--- config.mk ---
export PLATFORM = sky130hd
export DESIGN_NAME = dacif_top
export DESIGN_NICKNAME = d
export VERILOG_FILES = /design/src/rtl/dacif_pkg.sv /design/src/rtl/dacif_run_len.sv /design/src/rtl/dacif_channel.sv /design/src/rtl/dacif_timing_mon.sv /design/src/rtl/dacif_top.sv
export SDC_FILE = /design/constraint.sdc
export NUM_CORES = 1
export LEC_CHECK = 0
export BUFFER_PORTS_ARGS = -buffer_cell sky130_fd_sc_hd__buf_4
export CAP_MARGIN = 20
export CELL_PAD_IN_SITES_DETAIL_PLACEMENT = 0
export CELL_PAD_IN_SITES_GLOBAL_PLACEMENT = 1
export CORE_UTILIZATION = 39
export DETAILED_ROUTE_END_ITERATION = 16
export PLACE_DENSITY_LB_ADDON = 0.15
export SLEW_MARGIN = 10
export SYNTH_ARGS = -nofsm -noshare
export SYNTH_HDL_FRONTEND = slang
export SYNTH_SLANG_ARGS = --single-unit
export TNS_END_PERCENT = 20
--- constraint.sdc ---
create_clock -name clk -period 1.81 [get_ports clk]
set_clock_uncertainty 0.15 [all_clocks]
set_input_delay 0.543 -clock clk [delete_from_list [all_inputs] [get_ports clk]]
set_output_delay 0.543 -clock clk [all_outputs]
set_load 0.05 [all_outputs]
--- src/rtl/dacif_pkg.sv ---
package dacif_pkg;

    localparam int DW       = 12;
    localparam int NUM_CH   = 2;
    localparam int NUM_VIOL = 5;

    typedef enum int {
        V_WR_PW  = 0,
        V_LD_PW  = 1,
        V_SEL_SU = 2,
        V_DAT_SU = 3,
        V_LD_SU  = 4
    } viol_idx_e;

    function automatic int max_of(input int a, input int b);
        return (a > b) ? a : b;
    endfunction

endpackage

--- src/rtl/dacif_run_len.sv ---
module dacif_run_len #(
    parameter int            SW      = 1,
    parameter int            CW      = 4,
    parameter logic [SW-1:0] RST_VAL = '0
) (
    input  logic          clk,
    input  logic          rst,
    input  logic [SW-1:0] sig,
    output logic [SW-1:0] prev,
    output logic [CW-1:0] run
);

    // run = number of consecutive samples equal to the latest sample
    always_ff @(posedge clk) begin
        if (rst) begin
            prev <= RST_VAL;
            run  <= '0;
        end else begin
            prev <= sig;
            if (sig != prev)
                run <= CW'(1);
            else if (run != '1)
                run <= run + CW'(1);
        end
    end

endmodule

--- src/rtl/dacif_channel.sv ---
module dacif_channel #(
    parameter int DW = dacif_pkg::DW
) (
    input  logic          clk,
    input  logic          rst,
    input  logic          wr_en,
    input  logic          ld_en,
    input  logic [DW-1:0] din,
    output logic [DW-1:0] conv_q
);

    logic [DW-1:0] stage_q;
    logic [DW-1:0] stage_nxt;

    // staging register is transparent while enabled; the conversion
    // register sees the staging register's value after this edge
    always_comb stage_nxt = wr_en ? din : stage_q;

    always_ff @(posedge clk) begin
        if (rst) begin
            stage_q <= '0;
            conv_q  <= '0;
        end else begin
            stage_q <= stage_nxt;
            if (ld_en)
                conv_q <= stage_nxt;
        end
    end

endmodule

--- src/rtl/dacif_timing_mon.sv ---
module dacif_timing_mon
    import dacif_pkg::*;
#(
    parameter int DW         = dacif_pkg::DW,
    parameter int WR_PW_MIN  = 7,
    parameter int LD_PW_MIN  = 5,
    parameter int SEL_SU_MIN = 8,
    parameter int DAT_SU_MIN = 7,
    parameter int LD_SU_MIN  = 4
) (
    input  logic                clk,
    input  logic                rst,
    input  logic                wr_n,
    input  logic                ld_n,
    input  logic                sel_a,
    input  logic [DW-1:0]       data,
    output logic [NUM_VIOL-1:0] viol
);

    localparam int CMAX = max_of(max_of(WR_PW_MIN, LD_PW_MIN),
                                 max_of(SEL_SU_MIN, max_of(DAT_SU_MIN, LD_SU_MIN)));
    localparam int CW   = $clog2(CMAX + 1);

    logic          wr_q, ld_q, sel_q;
    logic [DW-1:0] dat_q;
    logic [CW-1:0] wr_run, ld_run, sel_run, dat_run;
    logic          wr_rise, ld_rise;
    logic [NUM_VIOL-1:0] viol_nxt;

    dacif_run_len #(.SW(1), .CW(CW), .RST_VAL(1'b1)) u_wr_run (
        .clk(clk), .rst(rst), .sig(wr_n), .prev(wr_q), .run(wr_run));
    dacif_run_len #(.SW(1), .CW(CW), .RST_VAL(1'b1)) u_ld_run (
        .clk(clk), .rst(rst), .sig(ld_n), .prev(ld_q), .run(ld_run));
    dacif_run_len #(.SW(1), .CW(CW), .RST_VAL(1'b0)) u_sel_run (
        .clk(clk), .rst(rst), .sig(sel_a), .prev(sel_q), .run(sel_run));
    dacif_run_len #(.SW(DW), .CW(CW), .RST_VAL('0)) u_dat_run (
        .clk(clk), .rst(rst), .sig(data), .prev(dat_q), .run(dat_run));

    always_comb begin
        wr_rise = !wr_q && wr_n;
        ld_rise = !ld_q && ld_n;
        viol_nxt           = '0;
        viol_nxt[V_WR_PW]  = wr_rise && (wr_run  < CW'(WR_PW_MIN));
        viol_nxt[V_LD_PW]  = ld_rise && (ld_run  < CW'(LD_PW_MIN));
        viol_nxt[V_SEL_SU] = wr_rise && (sel_run < CW'(SEL_SU_MIN));
        viol_nxt[V_DAT_SU] = wr_rise && (dat_run < CW'(DAT_SU_MIN));
        viol_nxt[V_LD_SU]  = wr_rise && (ld_run  < CW'(LD_SU_MIN));
    end

    always_ff @(posedge clk) begin
        if (rst) viol <= '0;
        else     viol <= viol_nxt;
    end

    // previous-sample levels of select and data feed only the run counters
    logic unused_prev;
    always_comb unused_prev = sel_q ^ (^dat_q);

endmodule

--- src/rtl/dacif_top.sv ---
module dacif_top
    import dacif_pkg::*;
#(
    parameter int DATA_W     = dacif_pkg::DW,
    parameter int WR_PW_MIN  = 7,
    parameter int LD_PW_MIN  = 5,
    parameter int SEL_SU_MIN = 8,
    parameter int DAT_SU_MIN = 7,
    parameter int LD_SU_MIN  = 4
) (
    input  logic                clk,
    input  logic                rst,
    input  logic [DATA_W-1:0]   bus_data,
    input  logic                wr_n,
    input  logic                ld_n,
    input  logic                sel_a,
    output logic [DATA_W-1:0]   out_a,
    output logic [DATA_W-1:0]   out_b,
    output logic [NUM_VIOL-1:0] tmg_viol
);

    logic [DATA_W-1:0] conv [NUM_CH];

    // channel 0 is A (select high), channel 1 is B (select low)
    for (genvar c = 0; c < NUM_CH; c++) begin : g_ch
        localparam logic SEL_LVL = (c == 0);
        logic wr_en;
        always_comb wr_en = !wr_n && (sel_a == SEL_LVL);

        dacif_channel #(.DW(DATA_W)) u_chan (
            .clk   (clk),
            .rst   (rst),
            .wr_en (wr_en),
            .ld_en (!ld_n),
            .din   (bus_data),
            .conv_q(conv[c])
        );
    end

    always_comb begin
        out_a = conv[0];
        out_b = conv[1];
    end

    dacif_timing_mon #(
        .DW        (DATA_W),
        .WR_PW_MIN (WR_PW_MIN),
        .LD_PW_MIN (LD_PW_MIN),
        .SEL_SU_MIN(SEL_SU_MIN),
        .DAT_SU_MIN(DAT_SU_MIN),
        .LD_SU_MIN (LD_SU_MIN)
    ) u_tmon (
        .clk  (clk),
        .rst  (rst),
        .wr_n (wr_n),
        .ld_n (ld_n),
        .sel_a(sel_a),
        .data (bus_data),
        .viol (tmg_viol)
    );

endmodule

==> reports/metrics.cfg, run 1 <==
[status]
outcome = finished clean

[floorplanning]
core-area_um2 = 7810
die_h_um = 92.1
initial_utilization_pct = 40.6
placement_rows = 32
die_w_um = 92.1
die_area_um2 = 8490
num_io_pins = 46

[final_layout]
multiInputGateArea_um2 = 1410
seq_area_um2 = 1680
synthToLayoutAreaGrowth_pct = 25.1
nNetsFinal = 412
drive_above_1_share_pct = 21.9
antenna_cells = 0
layoutNonFillerInstCount = 494
fill_cells = 775

[run]
cap_violations = 0

[yosys]
synth_area_um2 = 3170
yosys.area_share.simple_pct = 21.2
synth_ff_type = dfxtp_1
synthCells = 327
ys_async_sr_fraction_pct = 0
synth_area_per_cell_um2 = 9.69
synth_common_cells = dfxtp_1 (84), nor2_1 (63), mux2i_1 (28), nand2_1 (28), o21a_1 (24)
synth_most_common_cell = dfxtp_1
synth-compound-area-share_pct = 7.15
synth_area_leaders = dfxtp_1 (53%), mux2i_1 (8.8%), nor2_1 (7.5%)
syn_nets = 351
synth_top_family_by_area = simple AND/OR/NAND/NOR gates
synth_xor_area_share_pct = 4.70
synth_fa_ha_area_share_pct = 2.76
ys_types = 27
synth_mux_area_share_pct = 8.84
yosys_warnings = 0
synth_area_leader_cell = dfxtp_1
synth_top_cell_area_share_pct = 53.1
synth_edf_count = 0
yosys_register_bits = 84
ys_seq_area_share_pct = 53.1

[sta]
final_hold_viol_count = 0
fin_crit_sh_pct = 93.6
worst_slack_ns = 0.115
setup_viol_count_final = 0
worst_slew_pin_slew_ns = 0.257
max_clock_freq_mhz = 590
slew_viol_final = 0
grt_setup_unrepaired = false
relSlewSlack_pct = 82.4
hold_slack_ns = 0.333
final.min_clock_period_ns = 1.69

[route]
vias = 2289
wirelength_mm = 6.07
drc = 0
drtAntennaViolNets = 0
wl_per_cell_um = 12.3
drt-initial-drc-count = 64
drtPass1Iterations = 4
vias_per_cell = 4.63

[cts]
cts_buffer_depth = 2
postCtsHoldBufs = 0
cts_tree = built
cts.sink_count = 84
clk_latency_ns = 0.34
clk_pin_slew_ns = 0.07
cts_setup_buffers = 0
cts_made_buffers = 9
root_buffer = clkbuf_8
cts_resized = 0
htree_levels = 3

[hold_path]
hp-class = flop to flop

[placed_design]
dpl.hpwl_mm = 4.15
post-place-cells = 479
gp_congestion = 0.705
numPortBuffers = 45
dp_slack_ns = -0.235

[power_and_ir_drop]
p_clk_share_pct = 34.6
power.switching_uw = 934
power.density_nw_per_um2 = 939
power_frac_seq_pct = 52.8
internal_power_mw = 2.79
ir_drop_mv = 0.385
p_comb_share_pct = 12.5
p_sw_share_pct = 25.1
p_leak_nw = 1.65

[critical_path]
required_ns = 1.92
critPathArrivalTime_ns = 1.81
critPathLaunchType = input port
crit_fanout = 3
endpoint_kind = flop
critPathKind = input port to flop

[global_routing]
grt_pass1_vias = 2219
track_usage_pct = 16.1
grt_max_degree = 64
grt_overflow = 0
grt_pass1_wl_mm = 10.6
antenna_found_initial = 0

==> layout make-up <==
| class | count | area share (%) |
|---|---|---|
| Timing Repair Buffer | 65 | 13.6 |
| Clock buffer | 10 | 3.47 |
| Multi-Input combinational cell | 224 | 35.6 |
| Tap cell | 102 | 3.22 |
| Sequential cell | 84 | 42.4 |
| Clock inverter | 5 | 1.32 |
| Inverter | 4 | 0.379 |
==> state kept, by name, summed over array words and instances (netlist names) <==
register,cells
g_ch.u_chan.conv_q,24
g_ch.u_chan.stage_q,24
u_tmon.u_dat_run.prev,12
u_tmon.viol,5
u_tmon.u_dat_run.run,4
u_tmon.u_ld_run.run,4
u_tmon.u_sel_run.run,4
u_tmon.u_wr_run.run,4
u_tmon.u_ld_run.prev,1
u_tmon.u_sel_run.prev,1
u_tmon.u_wr_run.prev,1
==> kinds of logic after synthesis <==
kind of cell / after synthesis
muxes: 28
AOI/OAI and AO/OA: 32
adders and majority gates: 7
xor gates and xnor gates: 17
DFF: 84
and+or+nand+nor: 140
buffers and inverters: 19
==> final timing paths <==
| kind | cells after the start | to | slack (ns) | start |
|---|---|---|---|---|
| worst max-delay path | 5 | u_tmon.u_dat_run.run[3]$_SDFFE_PP0P_ | 0.12 | bus_data[9] |
| worst min-delay path | 1 | u_tmon.viol[2]$_SDFF_PP0_ | 0.33 | u_tmon.u_sel_run.run[3]$_SDFFE_PP0P_ |
| worst max register to register | 4 | u_tmon.u_dat_run.run[3]$_SDFFE_PP0P_ | 0.14 | u_tmon.u_dat_run.prev[9]$_SDFF_PP0_ |
| worst min register to register | 1 | u_tmon.viol[2]$_SDFF_PP0_ | 0.33 | u_tmon.u_sel_run.run[3]$_SDFFE_PP0P_ |
==> through the flow <==
stage	total power [mW]	cell area [µm²]	TNS [ns]	utilization [%]
after floorplan	2.31	3170	-0.0467	-
after global placement	2.48	3780	-0.529	48.4
after detailed placement	2.49	3780	-0.552	48.4
after CTS	3.79	3970	0	50.8
after global routing	3.92	3970	0	50.8
final	3.73	3970	0	50.8
==> critical path: stages <==
cell and delay [ns]:
buf_4 0.12, xor2_1 0.16, nor4_2 0.28, or4b_4 0.52
nor3_2 0.19
==> routing by layer <==
| metal | wire [µm] | track usage (%) | vias up |
|---|---|---|---|
| li1 | - | - | 1200 |
| met3 | 217 | 3.48 | 8 |
| met5 | 0 | 0 | - |
| met2 | 2820 | 25.9 | 31 |
| met4 | 78 | 6.64 | 0 |
| met1 | 2960 | 20.8 | 1050 |
==> power groups by stage <==
| stage | Sequential [mW] | Clock (mW) | Combinational, mW |
|---|---|---|---|
| after CTS | 1.97 | 1.34 | 0.477 |
| after detailed placement | 2.01 | 0 | 0.476 |
| after global placement | 2.01 | 0 | 0.473 |
| after floorplan | 2.09 | 0 | 0.216 |
| final | 1.97 | 1.29 | 0.467 |
| after global routing | 1.98 | 1.42 | 0.518 |
==> cells in the final DEF, fill, tap and decap left out, types with 5 or more instances in the layout <==
cell,count
nand3_1,8
xnor2_1,13
nor3b_1,6
nor2b_1,13
mux2i_1,28
nor3_1,7
nand2_1,28
o21a_1,24
a31oi_1,5
dfxtp_1,84
nor2_1,63
ha_1,7
clkbuf_8,10
buf_4,61
No activity file was read; power rests on OpenSTA's default activity.
==> run 2: changes to the inputs <==
--- a/config.mk
+++ b/config.mk
@@ -5,7 +5,7 @@
 export SDC_FILE = /design/constraint.sdc
 export NUM_CORES = 1
 export LEC_CHECK = 0
-export BUFFER_PORTS_ARGS = -buffer_cell sky130_fd_sc_hd__buf_4
+export BUFFER_PORTS_ARGS = -buffer_cell sky130_fd_sc_hd__buf_2
 export CAP_MARGIN = 20
 export CELL_PAD_IN_SITES_DETAIL_PLACEMENT = 0
 export CELL_PAD_IN_SITES_GLOBAL_PLACEMENT = 1
==> reports/metrics.cfg, run 2 (synthesis gave the netlist of run 1 again) <==
[status]
outcome = finished clean

[cts]
cts.sink_count = 84  ; unchanged
postCtsHoldBufs = 0  ; unchanged
cts_made_buffers = 9  ; unchanged
cts_buffer_depth = 2  ; unchanged
htree_levels = 3  ; unchanged
cts_setup_buffers = 0  ; unchanged
root_buffer = clkbuf_8
cts_resized = 0  ; unchanged
cts_tree = built
clk_pin_slew_ns = 0.08  ; about the same
clk_latency_ns = 0.34  ; about the same

[critical_path]
critical_path.max_stage_delay_ns = 0.52  ; about the same
cp_cell_sequence = buf_2, xor2_1, nor4_2, or4b_4, nor3_2
critPathBufInv = 1  ; unchanged
critPathLaunchType = input port
critPathArrivalTime_ns = 1.82  ; about the same
required_ns = 1.93  ; about the same
crit_slowest_cell = or4b_4
critPathKind = input port to flop
ff2ff_setup_slack_ns = 0.13  ; about the same
endpoint_kind = flop
crit_fanout = 3  ; unchanged
cpLargestDelayFamily = simple AND/OR/NAND/NOR gates

[sta]
final.min_clock_period_ns = 1.70  ; +0.00382 ns
max_clock_freq_mhz = 589  ; -0.23%
worst_slew_pin_slew_ns = 0.283  ; +0.0265 ns
setup_viol_count_final = 0  ; unchanged
final_hold_viol_count = 0  ; unchanged
grt_setup_unrepaired = false
fin_crit_sh_pct = 93.8  ; +0.21 points
worst_slack_ns = 0.112  ; -0.00382 ns
slew_viol_final = 0  ; unchanged
relSlewSlack_pct = 80.6  ; -1.8 points

[global_routing]
gr-usage-met1_pct = 19.7  ; -1.1 points
track_usage_pct = 16.1  ; +0.018 points
gr-usage-met2_pct = 26.2  ; +0.31 points
grt_max_degree = 59  ; -7.8%
antenna_found_initial = 0  ; unchanged
grt_pass1_vias = 2230  ; +0.50%
grt.busiest_layer = met2
grt_overflow = 0  ; unchanged
grt_pass1_wl_mm = 10.5  ; -1.2%
grt_use_met3_pct = 6.47  ; +3.0 points

[power_and_ir_drop]
internal_power_mw = 2.74  ; -1.8%
p_leak_nw = 1.63  ; -1.2%
p_clk_share_pct = 34.7  ; about the same
power_frac_seq_pct = 53.3  ; +0.5 points
power.switching_uw = 951  ; +1.8%
ir_drop_mv = 0.599  ; +56%
power.density_nw_per_um2 = 958  ; +2.0%
p_comb_share_pct = 12.0  ; -0.5 points
p_sw_share_pct = 25.8  ; +0.70 points

[final_layout]
final_common_cell = dfxtp_1
antenna_cells = 0  ; unchanged
final_util_pct = 49.4  ; -1.4 points
multiInputGateArea_um2 = 1410  ; unchanged
layoutNonFillerInstCount = 498  ; +0.81%
layout_common_cells = dfxtp_1 (84), nor2_1 (63), buf_2 (45)
fill_cells = 765  ; -1.3%
largestRegisters = g_ch.u_chan.conv_q x24, g_ch.u_chan.stage_q x24, u_tmon.u_dat_run.prev x12
seq_area_um2 = 1680  ; unchanged
drive_above_1_share_pct = 22.5  ; +0.54 points
synthToLayoutAreaGrowth_pct = 21.6
finish.instance_area_um2 = 3850  ; -2.8%
nNetsFinal = 415  ; +0.73%

[run]
cap_violations = 0  ; unchanged

[hold_path]
hp-class = flop to flop

[route]
wl_per_cell_um = 12.3  ; +0.18%
drt-initial-drc-count = 108  ; +69%
wirelength_mm = 6.13  ; +0.99%
drtPass1Iterations = 6  ; +2
vias = 2297  ; +0.35%
vias_per_cell = 4.61  ; -0.46%
drtAntennaViolNets = 0  ; unchanged
drc = 0  ; unchanged

[floorplanning]
core-area_um2 = 7810  ; unchanged
die_w_um = 92.1  ; unchanged
die_area_um2 = 8490  ; unchanged
num_io_pins = 46  ; unchanged
placement_rows = 32  ; unchanged
die_h_um = 92.1  ; unchanged
initial_utilization_pct = 40.6  ; unchanged

[placed_design]
post-place-cells = 482  ; +0.63%
numPortBuffers = 45  ; unchanged
dp_slack_ns = -0.232  ; +0.00311 ns
gp_congestion = 0.706  ; +0.17%
place_area_um2 = 3660  ; -3.0%
dpl.hpwl_mm = 4.38  ; +5.6%

[run 2: cell type report]
| cell class | instances | share of cell area (%) |
|---|---|---|
| inverter | 4 | 0.390 |
| tap | 102 | 3.31 |
| multi-input combinational | 224 | 36.7 |
| clock buffer | 10 | 3.31 |
| clock inverter | 6 | 1.69 |
| sequential | 84 | 43.6 |
| timing repair buffer | 68 | 11.0 |
[run 2: worst paths after layout]
path                                                           start                                   end  cells past startpoint
worst max-delay path                                     bus_data[9]  u_tmon.u_dat_run.run[3]$_SDFFE_PP0P_                      5
worst min register to register  u_tmon.u_sel_run.run[3]$_SDFFE_PP0P_             u_tmon.viol[2]$_SDFF_PP0_                      1
worst max register to register   u_tmon.u_dat_run.prev[9]$_SDFF_PP0_  u_tmon.u_dat_run.run[3]$_SDFFE_PP0P_                      4
worst min-delay path            u_tmon.u_sel_run.run[3]$_SDFFE_PP0P_             u_tmon.viol[2]$_SDFF_PP0_                      1
[run 2: power by group through the flow]
stage	combinational, mW	clock (mW)	sequential, mW
after floorplan	0.216	0	2.09
after global placement	0.448	0	2.01
after detailed placement	0.451	0	2.01
after CTS	0.453	1.33	1.97
after global routing	0.489	1.43	1.98
final	0.444	1.28	1.97
[run 2: per-layer routing]
layer	wire length, µm	vias up	share of wire [%]
li1	-	1203	-
met1	2910	1042	48
met2	2870	50	47
met3	308	2	5.0
met4	38	0	0.62
met5	0	-	0
[run 2: stage by stage]
stage / setup TNS (ns) / hold slack (ns) / power, mW
floorplan: -0.0467 / 0.283 / 2.31
global placement: -0.510 / 0.307 / 2.46
detailed placement: -0.567 / 0.320 / 2.46
CTS: 0 / 0.340 / 3.75
global route: 0 / 0.356 / 3.89
finish: 0 / 0.330 / 3.69
==> run 3: changes to the inputs <==
--- a/config.mk
+++ b/config.mk
@@ -9,7 +9,7 @@
 export CAP_MARGIN = 20
 export CELL_PAD_IN_SITES_DETAIL_PLACEMENT = 0
 export CELL_PAD_IN_SITES_GLOBAL_PLACEMENT = 1
-export CORE_UTILIZATION = 39
+export CORE_UTILIZATION = 46
 export DETAILED_ROUTE_END_ITERATION = 16
 export PLACE_DENSITY_LB_ADDON = 0.15
 export SLEW_MARGIN = 10
==> constraint.sdc (replaced) <==
create_clock -name clk -period 2.15 [get_ports clk]
set_clock_uncertainty 0.15 [all_clocks]
set_input_delay 0.645 -clock clk [delete_from_list [all_inputs] [get_ports clk]]
set_output_delay 0.645 -clock clk [all_outputs]
set_load 0.05 [all_outputs]
==> reports/metrics.cfg, run 3 (synthesis gave the netlist of run 1 again) <==
[hold_path]
min_path_cells = 1  ; unchanged
min-delay-start = u_tmon.u_sel_run.run[3]$_SDFFE_PP0P_
hp-class = flop to flop
hold_path_end = u_tmon.viol[2]$_SDFF_PP0_

[final_layout]
final_common_cell = dfxtp_1
finish.instance_area_um2 = 3730  ; -3.3%
synthToLayoutAreaGrowth_pct = 17.6
drive_above_1_share_pct = 19.0  ; -3.5 points
layoutNonFillerInstCount = 456  ; -8.4%
layout_common_cells = dfxtp_1 (84), nor2_1 (63), buf_2 (45)
largestRegisters = g_ch.u_chan.conv_q x24, g_ch.u_chan.stage_q x24, u_tmon.u_dat_run.prev x12
nNetsFinal = 399  ; -3.9%
antenna_cells = 0  ; unchanged

[power_and_ir_drop]
p_total_mw = 3.20  ; -13%
power.density_nw_per_um2 = 857  ; -11%
p_comb_share_pct = 11.1  ; -0.9 points
p_leak_nw = 1.57  ; -3.6%
power_frac_seq_pct = 51.8  ; -1.5 points
p_sw_share_pct = 24.9  ; -0.90 points
ir_drop_mv = 0.659  ; +10%
internal_power_mw = 2.40  ; -12%
p_clk_share_pct = 37.1  ; +2.4 points
power.switching_uw = 795  ; -16%

[floorplanning]
core-area_um2 = 6490  ; -17%
die_h_um = 85.0  ; -7.7%
die_area_um2 = 7230  ; -15%
die_w_um = 85.0  ; -7.7%
initial_utilization_pct = 48.8  ; +8.2 points
placement_rows = 29  ; -9.4%
num_io_pins = 46  ; unchanged

[sta]
final_hold_viol_count = 0  ; unchanged
setup_viol_count_final = 0  ; unchanged
finalSetupTns_ns = 0  ; unchanged
relSlewSlack_pct = 72.5  ; -8.1 points
final.min_clock_period_ns = 1.80
max_clock_freq_mhz = 556
worst_slew_pin_slew_ns = 0.413  ; +0.130 ns
slew_viol_final = 0  ; unchanged
hold_slack_ns = 0.333  ; +0.00265 ns
grt_setup_unrepaired = false
fin_crit_sh_pct = 83.7

[route]
drt-initial-drc-count = 85  ; -21%
wl_per_cell_um = 12.7  ; +3.0%
drtAntennaViolNets = 0  ; unchanged
vias_per_cell = 4.88  ; +5.7%
drtPass1Iterations = 4  ; -2
vias = 2224  ; -3.2%
wirelength_mm = 5.79  ; -5.7%
drc = 0  ; unchanged

[global_routing]
grt_overflow = 0  ; unchanged
grt_pass1_wl_mm = 9.35  ; -11%
grt_max_degree = 73  ; +24%
track_usage_pct = 17.0  ; +0.93 points
grt_pass1_vias = 1942  ; -13%
antenna_found_initial = 0  ; unchanged

[run]
cap_violations = 0  ; unchanged

[placed_design]
gp_congestion = 0.714  ; +1.0%
place_area_um2 = 3520  ; -3.8%
dpl.hpwl_mm = 3.90  ; -11%
numPortBuffers = 45  ; unchanged
post-place-cells = 441  ; -8.5%

[critical_path]
ff2ff_setup_slack_ns = 0.47  ; +0.34 ns
crit_fanout = 3  ; unchanged
r2r_cells = 4  ; unchanged
reg2reg_to = u_tmon.u_dat_run.run[3]$_SDFFE_PP0P_
critPathArrivalTime_ns = 1.92  ; +0.10 ns
critPathLaunchType = input port
critPathKind = input port to flop
r2r_start = u_tmon.u_dat_run.prev[10]$_SDFF_PP0_
required_ns = 2.27  ; +0.34 ns
endpoint_kind = flop

[cts]
clk_latency_ns = 0.35  ; about the same
clk_pin_slew_ns = 0.08  ; about the same
root_buffer = clkbuf_8
postCtsHoldBufs = 0  ; unchanged
cts_resized = 0  ; unchanged
cts_tree = built
cts_made_buffers = 9  ; unchanged
cts.sink_count = 84  ; unchanged
cts_buffer_depth = 2  ; unchanged
cts_setup_buffers = 0  ; unchanged
htree_levels = 3  ; unchanged

[status]
outcome = finished clean

-- run 3: changes by cell type in the layout (fill, tap and decap cells not counted), sizes merged --
cell	previous run	this run
clkinv	1	2
bufinv	1	2
clkinvlp	4	1
buf	68	52
-- run 3: final cells by class --
cell class / instances / area (µm²)
tap: 77 / 96.3
inverter: 4 / 15.0
timing repair buffer: 52 / 315
clock buffer: 10 / 128
clock inverter: 5 / 77.6
multi-input combinational: 224 / 1410
fill: 584 / 2770
sequential: 84 / 1680
-- run 3: how the worst max path moves through the flow --
stage / from / endpoint / cells past startpoint
6_report: bus_data[10] / u_tmon.u_dat_run.run[3]$_SDFFE_PP0P_ / 5
5_1_grt: bus_data[10] / u_tmon.u_dat_run.run[2]$_SDFFE_PP0P_ / 5
4_1_cts: bus_data[10] / u_tmon.u_dat_run.run[3]$_SDFFE_PP0P_ / 5
3_5_place_dp: bus_data[10] / u_tmon.u_dat_run.run[3]$_SDFFE_PP0P_ / 5
3_3_place_gp: bus_data[10] / u_tmon.u_dat_run.run[2]$_SDFFE_PP0P_ / 5
2_1_floorplan: bus_data[10] / u_tmon.u_dat_run.run[2]$_SDFFE_PP0P_ / 4
-- run 3: power by group through the flow --
stage	logic, mW	registers [mW]	clock network, mW
floorplan	0.182	1.76	0
global placement	0.354	1.69	0
detailed placement	0.358	1.69	0
CTS	0.359	1.66	1.21
global route	0.388	1.66	1.29
finish	0.353	1.66	1.19
-- run 3: worst max-delay path: stages --
cell    delay [ns]
buf_2         0.11
xor2_1        0.17
nor4_2        0.29
or4b_4        0.52
nor3_2        0.18
-- run 3: metal layers --
metal / track usage [%] / up-vias / part of all wire [%]
li1: - / 1175 / -
met1: 21.4 / 1006 / 49
met2: 26.1 / 33 / 44
met3: 6.13 / 10 / 4.6
met4: 7.86 / 0 / 2.2
met5: 0 / - / 0
-- run 3: metrics by stage --
step	utilization (%)	setup slack, ns
2_1_floorplan	-	0.191
3_3_place_gp	54.2	0.0323
3_5_place_dp	54.2	-0.0107
4_1_cts	57.4	0.354
5_1_grt	57.4	0.274
6_report	57.4	0.351
